[src/rtl/evt_timer_pkg.sv]
package evt_timer_pkg;

    localparam logic [7:0] OFS_LOAD_LO  = 8'h00;
    localparam logic [7:0] OFS_LOAD_HI  = 8'h04;
    localparam logic [7:0] OFS_CTRL_STD = 8'h10;
    localparam logic [7:0] OFS_STATUS   = 8'h18;
    localparam logic [7:0] OFS_CTRL_ALT = 8'h1c;

    typedef struct packed {
        logic unmask;
        logic single;
        logic enable;
    } ctrl_t;

    function automatic logic [7:0] ctrl_offset(input bit alt);
        return alt ? OFS_CTRL_ALT : OFS_CTRL_STD;
    endfunction

endpackage

[src/rtl/evt_timer_regs.sv]
module evt_timer_regs
    import evt_timer_pkg::*;
#(
    parameter int ADDR_W   = 8,
    parameter int DATA_W   = 32,
    parameter bit CTRL_ALT = 1'b0,
    localparam int CNT_W   = 2 * DATA_W
) (
    input  logic              clk,
    input  logic              rst_n,
    input  logic              bus_sel,
    input  logic              bus_write,
    input  logic [ADDR_W-1:0] bus_addr,
    input  logic [DATA_W-1:0] bus_wdata,
    input  logic              flag,
    output logic [CNT_W-1:0]  load_val,
    output ctrl_t             ctrl,
    output logic              clr_req,
    output logic [DATA_W-1:0] bus_rdata
);

    localparam logic [ADDR_W-1:0] A_LO   = ADDR_W'(OFS_LOAD_LO);
    localparam logic [ADDR_W-1:0] A_HI   = ADDR_W'(OFS_LOAD_HI);
    localparam logic [ADDR_W-1:0] A_CTRL = ADDR_W'(ctrl_offset(CTRL_ALT));
    localparam logic [ADDR_W-1:0] A_STAT = ADDR_W'(OFS_STATUS);

    typedef struct packed {
        logic [DATA_W-1:0] lo;
        logic [DATA_W-1:0] hi;
        ctrl_t             ctrl;
    } regs_t;

    regs_t r_d, r_q;
    logic  wr;

    always_comb begin
        r_d     = r_q;
        wr      = bus_sel && bus_write;
        clr_req = 1'b0;
        if (wr) begin
            if (bus_addr == A_LO)   r_d.lo   = bus_wdata;
            if (bus_addr == A_HI)   r_d.hi   = bus_wdata;
            if (bus_addr == A_CTRL) r_d.ctrl = ctrl_t'(bus_wdata[2:0]);
            if (bus_addr == A_STAT) clr_req  = bus_wdata[0];
        end
    end

    always_comb begin
        bus_rdata = '0;
        if (bus_addr == A_LO)        bus_rdata = r_q.lo;
        else if (bus_addr == A_HI)   bus_rdata = r_q.hi;
        else if (bus_addr == A_CTRL) bus_rdata = DATA_W'(r_q.ctrl);
        else if (bus_addr == A_STAT) bus_rdata = DATA_W'(flag);
    end

    always_ff @(posedge clk or negedge rst_n) begin
        if (!rst_n) r_q <= '0;
        else        r_q <= r_d;
    end

    assign load_val = {r_q.hi, r_q.lo};
    assign ctrl     = r_q.ctrl;

endmodule

[src/rtl/evt_timer_core.sv]
module evt_timer_core
    import evt_timer_pkg::*;
#(
    parameter int CNT_W = 64
) (
    input  logic             clk,
    input  logic             rst_n,
    input  logic             tick_en,
    input  ctrl_t            ctrl,
    input  logic [CNT_W-1:0] load_val,
    output logic [CNT_W-1:0] count,
    output logic             done,
    output logic             event_p
);

    typedef struct packed {
        logic [CNT_W-1:0] count;
        logic             en_prev;
        logic             done;
    } core_t;

    core_t c_d, c_q;

    always_comb begin
        c_d         = c_q;
        event_p     = 1'b0;
        c_d.en_prev = ctrl.enable;
        if (!ctrl.enable) begin
            c_d.done = 1'b0;
        end else if (!c_q.en_prev) begin
            // enable rising edge: start a fresh countdown
            c_d.count = load_val;
            c_d.done  = 1'b0;
        end else if (tick_en && !c_q.done) begin
            if (c_q.count == '0) begin
                event_p = 1'b1;
                if (ctrl.single) c_d.done  = 1'b1;
                else             c_d.count = load_val;
            end else begin
                c_d.count = c_q.count - 1'b1;
            end
        end
    end

    always_ff @(posedge clk or negedge rst_n) begin
        if (!rst_n) c_q <= '0;
        else        c_q <= c_d;
    end

    assign count = c_q.count;
    assign done  = c_q.done;

endmodule

[src/rtl/evt_timer_irq.sv]
module evt_timer_irq (
    input  logic clk,
    input  logic rst_n,
    input  logic event_p,
    input  logic clr_req,
    input  logic unmask,
    output logic flag,
    output logic irq
);

    typedef struct packed {
        logic pend;
    } irq_t;

    irq_t s_d, s_q;

    always_comb begin
        s_d      = s_q;
        // a new event outranks a clear in the same cycle
        s_d.pend = event_p || (s_q.pend && !clr_req);
    end

    always_ff @(posedge clk or negedge rst_n) begin
        if (!rst_n) s_q <= '0;
        else        s_q <= s_d;
    end

    assign flag = s_q.pend;
    assign irq  = s_q.pend && unmask;

endmodule

[src/rtl/evt_timer.sv]
module evt_timer
    import evt_timer_pkg::*;
#(
    parameter int ADDR_W   = 8,
    parameter int DATA_W   = 32,
    parameter bit CTRL_ALT = 1'b0,
    localparam int CNT_W   = 2 * DATA_W
) (
    input  logic              clk,
    input  logic              rst_n,
    input  logic              tick_en,
    input  logic              bus_sel,
    input  logic              bus_write,
    input  logic [ADDR_W-1:0] bus_addr,
    input  logic [DATA_W-1:0] bus_wdata,
    output logic [DATA_W-1:0] bus_rdata,
    output logic              irq
);

    logic [CNT_W-1:0] load_val;
    logic [CNT_W-1:0] count;
    ctrl_t            ctrl;
    logic             clr_req;
    logic             flag;
    logic             done;
    logic             event_p;

    evt_timer_regs #(
        .ADDR_W   (ADDR_W),
        .DATA_W   (DATA_W),
        .CTRL_ALT (CTRL_ALT)
    ) u_regs (
        .clk       (clk),
        .rst_n     (rst_n),
        .bus_sel   (bus_sel),
        .bus_write (bus_write),
        .bus_addr  (bus_addr),
        .bus_wdata (bus_wdata),
        .flag      (flag),
        .load_val  (load_val),
        .ctrl      (ctrl),
        .clr_req   (clr_req),
        .bus_rdata (bus_rdata)
    );

    evt_timer_core #(
        .CNT_W (CNT_W)
    ) u_core (
        .clk      (clk),
        .rst_n    (rst_n),
        .tick_en  (tick_en),
        .ctrl     (ctrl),
        .load_val (load_val),
        .count    (count),
        .done     (done),
        .event_p  (event_p)
    );

    evt_timer_irq u_irq (
        .clk     (clk),
        .rst_n   (rst_n),
        .event_p (event_p),
        .clr_req (clr_req),
        .unmask  (ctrl.unmask),
        .flag    (flag),
        .irq     (irq)
    );

endmodule

[config.mk]
export PLATFORM = sky130hd
export DESIGN_NAME = evt_timer
export DESIGN_NICKNAME = d
export VERILOG_FILES = /design/src/rtl/evt_timer_pkg.sv /design/src/rtl/evt_timer_regs.sv /design/src/rtl/evt_timer_core.sv /design/src/rtl/evt_timer_irq.sv /design/src/rtl/evt_timer.sv
export SDC_FILE = /design/constraint.sdc
export NUM_CORES = 1
export LEC_CHECK = 0
export ABC_AREA = 1
export BUFFER_PORTS_ARGS = -buffer_cell sky130_fd_sc_hd__buf_2
export CORE_MARGIN = 3
export CORE_UTILIZATION = 30
export CTS_CLUSTER_SIZE = 24
export DETAILED_ROUTE_END_ITERATION = 6
export HOLD_SLACK_MARGIN = 0.02
export PLACE_DENSITY = 0.42
export SLEW_MARGIN = 30
export SYNTH_ARGS = -nofsm -noshare
export SYNTH_HDL_FRONTEND = slang
export SYNTH_SLANG_ARGS = --single-unit
[constraint.sdc]
create_clock -name clk -period 4.63 [get_ports clk]
set_input_delay 0.2315 -clock clk [delete_from_list [all_inputs] [get_ports clk]]
set_output_delay 0.2315 -clock clk [all_outputs]
set_load 0.03 [all_outputs]
== Yosys cells after proc, flatten, opt, wreduce, memory -nomap -nowiden ==
Index checks and enable logic that the tools add are counted.

* Equality and inequality tests: 8
* Add/sub/neg operators: 1
* Multiplexer cells: 19
* Reductions and logical operators: 14

{| class="wikitable"
|+ Operator list
! kind !! number
|-
| $mux W64 || 4
|-
| $mux W32 || 3
|-
| $logic_not A64 Y1 || 1
|-
| $sub A64 B1 Y64 const B || 1
|-
| $eq A8 B5 Y1 const B || 2
|-
| $mux W1 || 12
|-
| $ne A3 B3 Y1 const B || 4
|-
| $eq A8 B3 Y1 const B || 1
|-
| $logic_not A8 Y1 || 1
|-
| $reduce_and A2 Y1 || 3
|-
| $reduce_and A3 Y1 || 2
|-
| $logic_and A1 B1 Y1 || 4
|-
| $logic_not A1 Y1 || 2
|-
| $ne A2 B2 Y1 const B || 1
|-
| $logic_or A1 B1 Y1 || 1
|}

* Output and inout port bits: 33
* Word-level logic and storage cells: 51
* Register bits after elaboration: 134
* Bits of input ports: 45

== Depth between registers and ports, before layout ==
Gate-level depths: netlist (run 1).

* Word-level depth: 6
* Mapped depth: 14
* Mapped depth without buffers: 13

== Modules after synthesis ==
From an unflattened synthesis (run 1), not the netlist that was laid out.

* Cell total of the unflattened synthesis: 1419
* Area, all modules: 9266.4 µm²

{| class="wikitable"
|+ Modules (own cells, without submodules)
! module !! cells each !! seq. area each (µm²) !! instances !! area an instance (µm²)
|-
| evt_timer_core || 1016 || 1651.6 || 1 || 6112.1
|-
| evt_timer_regs || 396 || 1676.6 || 1 || 3106.7
|-
| evt_timer_irq || 7 || 25.0 || 1 || 47.5
|}

== Worst setup path after synthesis (run 1) ==
No wires, ideal clock.

* Kind: input-to-output
* Start point: input bus_addr[5]
* End point: output bus_rdata[0]
* Slack: 2.778 ns
* Cell stages on the path: 7
* Data arrival time: 1.620 ns
* Path buffers: 2
* Data required time: 4.398 ns
* Cell sequence: nor4_1 nand2_1 inv_1 buf_2 buf_1 nand2_1 o2111ai_1

* Word-level cells in the longest chain between the ends: 5
* Elaborated cells on any way between the ends: 8
* Classes of those cells: eq/ne (3); mux (4); reduce/logical (1)

{| class="wikitable"
|+ Ends and longest elaborated chain
! item !! RTL line !! text
|-
| start, declared || evt_timer.sv:14 || <nowiki>input logic [ADDR_W-1:0] bus_addr,</nowiki>
|-
| $eq A8 B5 Y1 || evt_timer_regs.sv:53 || <nowiki>else if (bus_addr == A_STAT) bus_rdata = DATA_W'(flag);</nowiki>
|-
| $mux W1 || evt_timer_regs.sv:53 ||
|-
| $mux W32 || evt_timer_regs.sv:52 || <nowiki>else if (bus_addr == A_CTRL) bus_rdata = DATA_W'(r_q.ctrl);</nowiki>
|-
| $mux W32 || evt_timer_regs.sv:51 || <nowiki>else if (bus_addr == A_HI) bus_rdata = r_q.hi;</nowiki>
|-
| $mux W32 * || evt_timer_regs.sv:50 || <nowiki>if (bus_addr == A_LO) bus_rdata = r_q.lo;</nowiki>
|-
| end, declared || evt_timer.sv:16 || <nowiki>output logic [DATA_W-1:0] bus_rdata,</nowiki>
|}

Mark *: on every way between the ends. The rest lies on a longest branch, timed or not.

== Worst setup path in the final report (run 1) ==
* Start point: register u_core.c_q, in the netlist u_core.count[12]
* End point: register u_core.c_q, in the netlist u_core.count[51]

* Word-level cells in the longest chain between the ends: 4
* Elaborated cells on any way between the ends: 7
* Classes of those cells: add/sub (1); eq/ne (1); mux (3); reduce/logical (2)

{| class="wikitable"
|+ Ends and longest elaborated chain
! item !! RTL line !! text
|-
| start, declared || evt_timer_core.sv:22 || <nowiki>core_t c_d, c_q;</nowiki>
|-
| start signal, assigned || evt_timer_core.sv:46 || <nowiki>if (!rst_n) c_q <= '0;</nowiki>
|-
| start signal, assigned || evt_timer_core.sv:47 || <nowiki>else c_q <= c_d;</nowiki>
|-
| $sub A64 B1 Y64 / $logic_not A64 Y1 (equally long branches) || evt_timer_core.sv:40, evt_timer_core.sv:35 ||
|-
| $mux W64 || evt_timer_core.sv:35 || <nowiki>if (c_q.count == '0) begin</nowiki>
|-
| $mux W64 || evt_timer_core.sv:34 || <nowiki>end else if (tick_en && !c_q.done) begin</nowiki>
|-
| $mux W64 || evt_timer_core.sv:30 || <nowiki>end else if (!c_q.en_prev) begin</nowiki>
|}

Parallel ways exist; a longest one is shown, timed or not. The select of a mux whose other input is x is not followed.
A chain may end at the register's enable or synchronous reset.

==> flow_summary.toml, run 1 <==
[hold_path]
holdCritStartpoint = "bus_wdata[21]"
hold_class = "primary input to flop"
hold_end = "u_regs.load_val[21]"
whs_path_depth = 3

[critical_path]
r2r_cells = 12
rr_endpoint = "u_core.count[51]"
rr_startpoint = "u_core.count[12]"
cp.required_ps = 4950
critical_path_class = "flop to flop"
critPathLaunchType = "flop"
crit_fanout = 36
end_kind = "flop"
crit_path_cell_trace = "nor2_1, nand2_1, nor2_4, inv_2, nor2_1, nand3_2, nand2_2, inv_1, nand2_1, nand2_1, nand2_1, nand2_1"
rrSetupSlack_ps = 1760
slowest_stage = "inv_1"
cp_slowest_stage_delay_ps = 540
arrival_ps = 3200
critPathMostFrequentCell = "nand2_1"

[pwr]
p_int_mw = 2.43
p_clk_share_pct = 33.8
seqPwrFrac_pct = 29.7
comb_power_share_pct = 36.5
vdd_ir_drop_max_uv = 282
swShare_pct = 41.8
p_per_area_nw_per_um2 = 420
p_total_mw = 4.17
p_switching_mw = 1.74
leakagePower_nw = 5.75

[global_route]
first_global_vias = 8233
grt_pass1_wl_um = 49200
antenna_found_initial = 0
overflow = 0
grt_usage_pct = 20.9
grt_start_max_net_pins = 71

[sta]
maxSlewHeadroom_pct = 48.9
finClkSkew_ps = 14.7
tightestPinTransition_ps = 766
fmax_mhz = 348
final_hold_viol_count = 0
fin_crit_ps = 2870
finalWorstSetupSlack_ps = 1760
holdWs_ps = 55.3
setup_violations = 0
slew_violations = 0
tns_ps = 0
rsz0062_at_grt = "no"
fin_crit_sh_pct = 62.1

[synth]
synthAdderAreaFrac_pct = 0.290
yosysSeqAreaShare_pct = 38.8
ys_warn_count = 0
synth_top_family_by_area = "simple AND/OR/NAND/NOR gates"
avgSynthCellArea_sq_um = 6.38
synth.ff_latch_count = 134
synth_xor_xnor_area_share_pct = 2.13
synth_area_sq_um = 8640
synth_compound_area_share_pct = 9.95
synth.distinct_cells = 29
synth_simple_gate_area_share_pct = 40.9
syn_inst = 1354
synth_mux_area_share_pct = 0
synth_nets = 1401

[clock_tree]
cts_made_buffers = 17
ctsHtreeMaxLevel = 4
cts.path.max_buffers = 2
hold_buffers = 1
cts_resized = 0
cts_sinks = 134
post_cts_buffers = 0
cts_root_buf = "clkbuf_16"
path_clk_slew_ps = 70
clk_latency_ps = 440
cts_tree = "done"

[finish]
mostFrequentLayoutCell = "nand2_1"
diodes = 0
n_fill_cell = 3179
fin_nets = 1460
drive_gt1_share_pct = 9.89
final_cell_mix = "nand2_1 (587), nor2_1 (205), dfrtp_1 (134)"
area_growth_pct = 14.9

[drt]
viasPerCell = 4.71
drt-initial-drc-count = 605
drc = 0
routed_wl_um = 31700
antenna_left = 0
wl_per_cell_um = 17.6
dr.pass1.iters = 5
vias = 8491

[floorplan]
rows = 61
coreArea_sq_um = 28100
die_width_um = 176
ios = 78
start_util_pct = 30.8
die-area_sq_um = 30900
die_h_um = 176

[place]
io_buffer_count = 77
hpwlAfterDp_um = 23700
routabilityCongestion = 0.928
post-place-ws_ps = 1750

[run]
cap_violations = 0

[status]
status = "complete, no violations"
==> metal layers <==
metal	up-vias	GRT usage (%)	share of wire [%]
li1	4338	-	-
met1	3919	31.3	51
met2	202	31.5	43
met3	32	3.87	4.7
met4	0	4.39	1.5
met5	-	0	0
==> power by group through the flow <==
| stage | logic (mW) | registers, mW | clock network, mW |
|---|---|---|---|
| global route | 1.71 | 1.24 | 1.50 |
| floorplan | 1.03 | 1.25 | 0 |
| global placement | 1.54 | 1.26 | 0 |
| detailed placement | 1.53 | 1.26 | 0 |
| finish | 1.52 | 1.24 | 1.41 |
| CTS | 1.53 | 1.24 | 1.44 |
==> synth_stat cells <==
master	number	area [sq um]
nand2_2	4	25.0
inv_1	107	402
nor2_4	6	67.6
nand2_1	589	2210
clkinv_1	1	3.75
nand4_1	9	56.3
dfrtp_1	134	3350
nor2_2	6	37.5
nor4_1	2	12.5
nand3_1	38	190
nor2_1	205	769
ha_1	2	25.0
o31ai_1	2	15.0
xnor2_1	11	96.3
nor3_1	4	20.0
xor2_1	10	87.6
buf_2	11	55.1
buf_1	4	15.0
a22o_1	16	140
o2111ai_1	1	8.76
o21ai_0	104	521
inv_2	2	7.51
nand3_2	2	20.0
buf_6	10	113
nand3b_1	16	120
o21ai_1	7	35.0
a21oi_1	28	140
buf_4	1	7.51
clkbuf_1	22	82.6
==> how the worst max path moves through the flow <==
stage                     startpoint                to  cells after the start
global route        u_core.count[35]  u_core.count[39]                     12
floorplan                bus_addr[5]      bus_rdata[0]                      7
detailed placement  u_core.count[12]  u_core.count[51]                     12
global placement    u_core.count[35]  u_core.count[51]                     12
finish              u_core.count[12]  u_core.count[51]                     12
CTS                 u_core.count[12]   u_core.count[9]                     12
==> metrics by stage <==
step / cell area, sq um / instances / util, %
global route: 9920 / 1804 / 35.3
CTS: 9920 / 1804 / 35.3
finish: 9920 / 1804 / 35.3
global placement: 9310 / 1771 / 33.1
detailed placement: 9320 / 1771 / 33.2
floorplan: 8640 / 1354 / -
==> worst max-delay path, delay by kind of cell (launching register included) <==
| family | cells | cell delay [ps] |
|---|---|---|
| buf+inv | 2 | 580 |
| flops | 1 | 450 |
| simple gates | 10 | 1730 |
==> cell families (layout without fill, tap and decap cells) <==
kind of cell | after synthesis | in the layout
flops | 134 | 134
buf+inv | 158 | 230
xor+xnor | 21 | 21
fa+ha+maj | 2 | 2
simple gates | 881 | 881
compound gates | 158 | 158
==> registers in the layout (all words and copies together) (netlist names) <==
| register | cells |
|---|---|
| u_core.count | 64 |
| u_regs.load_val | 64 |
| u_regs.ctrl | 3 |
| u_core.c_q | 1 |
| u_core.done | 1 |
| u_irq.flag | 1 |
==> cell type report <==
type | count | area, sq um | area share, %
clock buffer | 19 | 453 | 4.57
clock inverter | 13 | 138 | 1.39
inverter | 110 | 415 | 4.19
multi-input combinational | 1062 | 4610 | 46.4
sequential | 134 | 3350 | 33.8
tap | 378 | 473 | 4.77
timing repair buffer | 88 | 480 | 4.84
Note: power is estimated with default switching activity, not from simulation.
==> inputs of run 2 (changes only) <==
- clock period: 4.63 -> 2.9 ns (I/O delays scaled with it)
==> flow_summary.toml, run 2 (synthesis results as in run 1) <==
[sta]
fin_crit_sh_pct = 89.0
tns_ps = 0
rsz0062_at_grt = "no"
tightestPinTransition_ps = 732
finClkSkew_ps = 16.8
slew_violations = 0
fin_crit_ps = 2580
fmax_mhz = 388
maxSlewHeadroom_pct = 51.1
final_hold_viol_count = 0
setup_violations = 0

[floorplan]
start_util_pct = 30.8
rows = 61
die_width_um = 176
die-area_sq_um = 30900
ios = 78
die_h_um = 176
coreArea_sq_um = 28100

[finish]
n_fill_cell = 3178
final_util_pct = 36.9
diodes = 0
drive_gt1_share_pct = 10.5
area_growth_pct = 20.1
fin_nets = 1505
mostFrequentLayoutCell = "nand2_1"
final_cell_mix = "nand2_1 (587), nor2_1 (205), dfrtp_1 (134)"

[place]
hpwlAfterDp_um = 24400
routabilityCongestion = 0.961
io_buffer_count = 77

[clock_tree]
path_clk_slew_ps = 70
cts.path.max_buffers = 2
post_cts_buffers = 0
clk_latency_ps = 440
cts_sinks = 134
ctsHtreeMaxLevel = 4
cts_root_buf = "clkbuf_16"
cts_resized = 0
hold_buffers = 33
cts_tree = "done"
cts_made_buffers = 17

[global_route]
antenna_found_initial = 0
use_met2_pct = 32.6
grt_usage_pct = 21.5
first_global_vias = 8470
overflow = 0
grt_busiest_layer = "met2"
gr-usage-met1_pct = 31.5
use_met3_pct = 4.39
grt_start_max_net_pins = 78
grt_pass1_wl_um = 50600

[critical_path]
end_kind = "flop"
arrival_ps = 2900
cp.required_ps = 3220
crit_fanout = 18
critical_path_class = "flop to flop"
critPathLaunchType = "flop"
rrSetupSlack_ps = 320

[pwr]
vdd_ir_drop_max_uv = 398
p_int_mw = 3.83
p_clk_share_pct = 32.9
swShare_pct = 42.2
p_per_area_nw_per_um2 = 639
leakagePower_nw = 5.96
p_switching_mw = 2.80
seqPwrFrac_pct = 29.8
comb_power_share_pct = 37.3

[drt]
viasPerCell = 4.70
routed_wl_um = 32400
antenna_left = 0
vias = 8692
drt-initial-drc-count = 667
drc = 0
wl_per_cell_um = 17.5
dr.pass1.iters = 5

[status]
status = "complete, no violations"

[run]
cap_violations = 0

[hold_path]
hold_class = "primary input to flop"
-- run 2: cell types whose count changed in the layout (fill, tap and decap cells not counted), sizes merged --
| cell | change |
|---|---|
| buf | +13 |
| clkinv | +2 |
| clkinvlp | -2 |
| inv | +2 |
| clkbuf | -1 |
| bufinv | -1 |
| dlygate4sd3 | +32 |
-- run 2: stage by stage --
| step | cell area [sq um] | hold slack [ps] | total power, mW | worst slack (ps) | instances |
|---|---|---|---|---|---|
| after CTS | 10400 | 39.7 | 6.69 | 370 | 1849 |
| after global placement | 9470 | 227 | 4.46 | 291 | 1784 |
| final | 10400 | 62.9 | 6.63 | 320 | 1849 |
| after global routing | 10400 | 72.9 | 7.09 | 123 | 1849 |
| after floorplan | 8640 | -151 | 3.64 | 1060 | 1354 |
| after detailed placement | 9470 | 233 | 4.45 | 388 | 1784 |
-- run 2: critical path: stages (launching register included) --
cell and delay [ps]:
dfrtp_1 370, nor2_1 380, nand2_1 190, nor2_2 200, nand2_2 130, nor2_4 120
nand3_2 80, buf_4 210, nand2_2 120, inv_1 340, nand2_1 160, nand2_1 60
nand2_1 50, nand2_1 50
-- run 2: cell type report --
cell class | count | area [sq um] | area share, %
tap | 378 | 473 | 4.56
timing repair buffer | 133 | 957 | 9.23
clock inverter | 14 | 130 | 1.25
multi-input combinational | 1062 | 4600 | 44.4
inverter | 110 | 415 | 4.01
clock buffer | 18 | 439 | 4.23
sequential | 134 | 3350 | 32.3
-- run 2: path summary, 6_finish.rpt --
check                                    start             endpoint  depth (start not counted)
setup / recovery              u_core.count[30]      u_core.count[9]                         13
hold reg to reg            u_regs.load_val[18]  u_regs.load_val[18]                          2
min in group asynchronous                rst_n  u_regs.load_val[10]                          2
hold / removal                    bus_wdata[0]       u_regs.ctrl[0]                          3
max in group asynchronous                rst_n  u_regs.load_val[26]                          3
setup reg to reg              u_core.count[30]      u_core.count[9]                         13
-- run 2: layer usage --
metal	wire length (um)	vias to the layer above	part of all wire (%)
met5	0	-	0
met4	497	0	1.5
met3	1550	26	4.8
met2	14300	189	44
met1	16000	4040	50
li1	-	4437	-
-- run 2: power by group through the flow --
stage | Sequential [mW] | Combinational (mW) | Clock, mW
6_report | 1.98 | 2.47 | 2.18
5_1_grt | 1.98 | 2.78 | 2.32
4_1_cts | 1.98 | 2.48 | 2.23
3_5_place_dp | 2.01 | 2.43 | 0
3_3_place_gp | 2.01 | 2.45 | 0
2_1_floorplan | 1.99 | 1.65 | 0
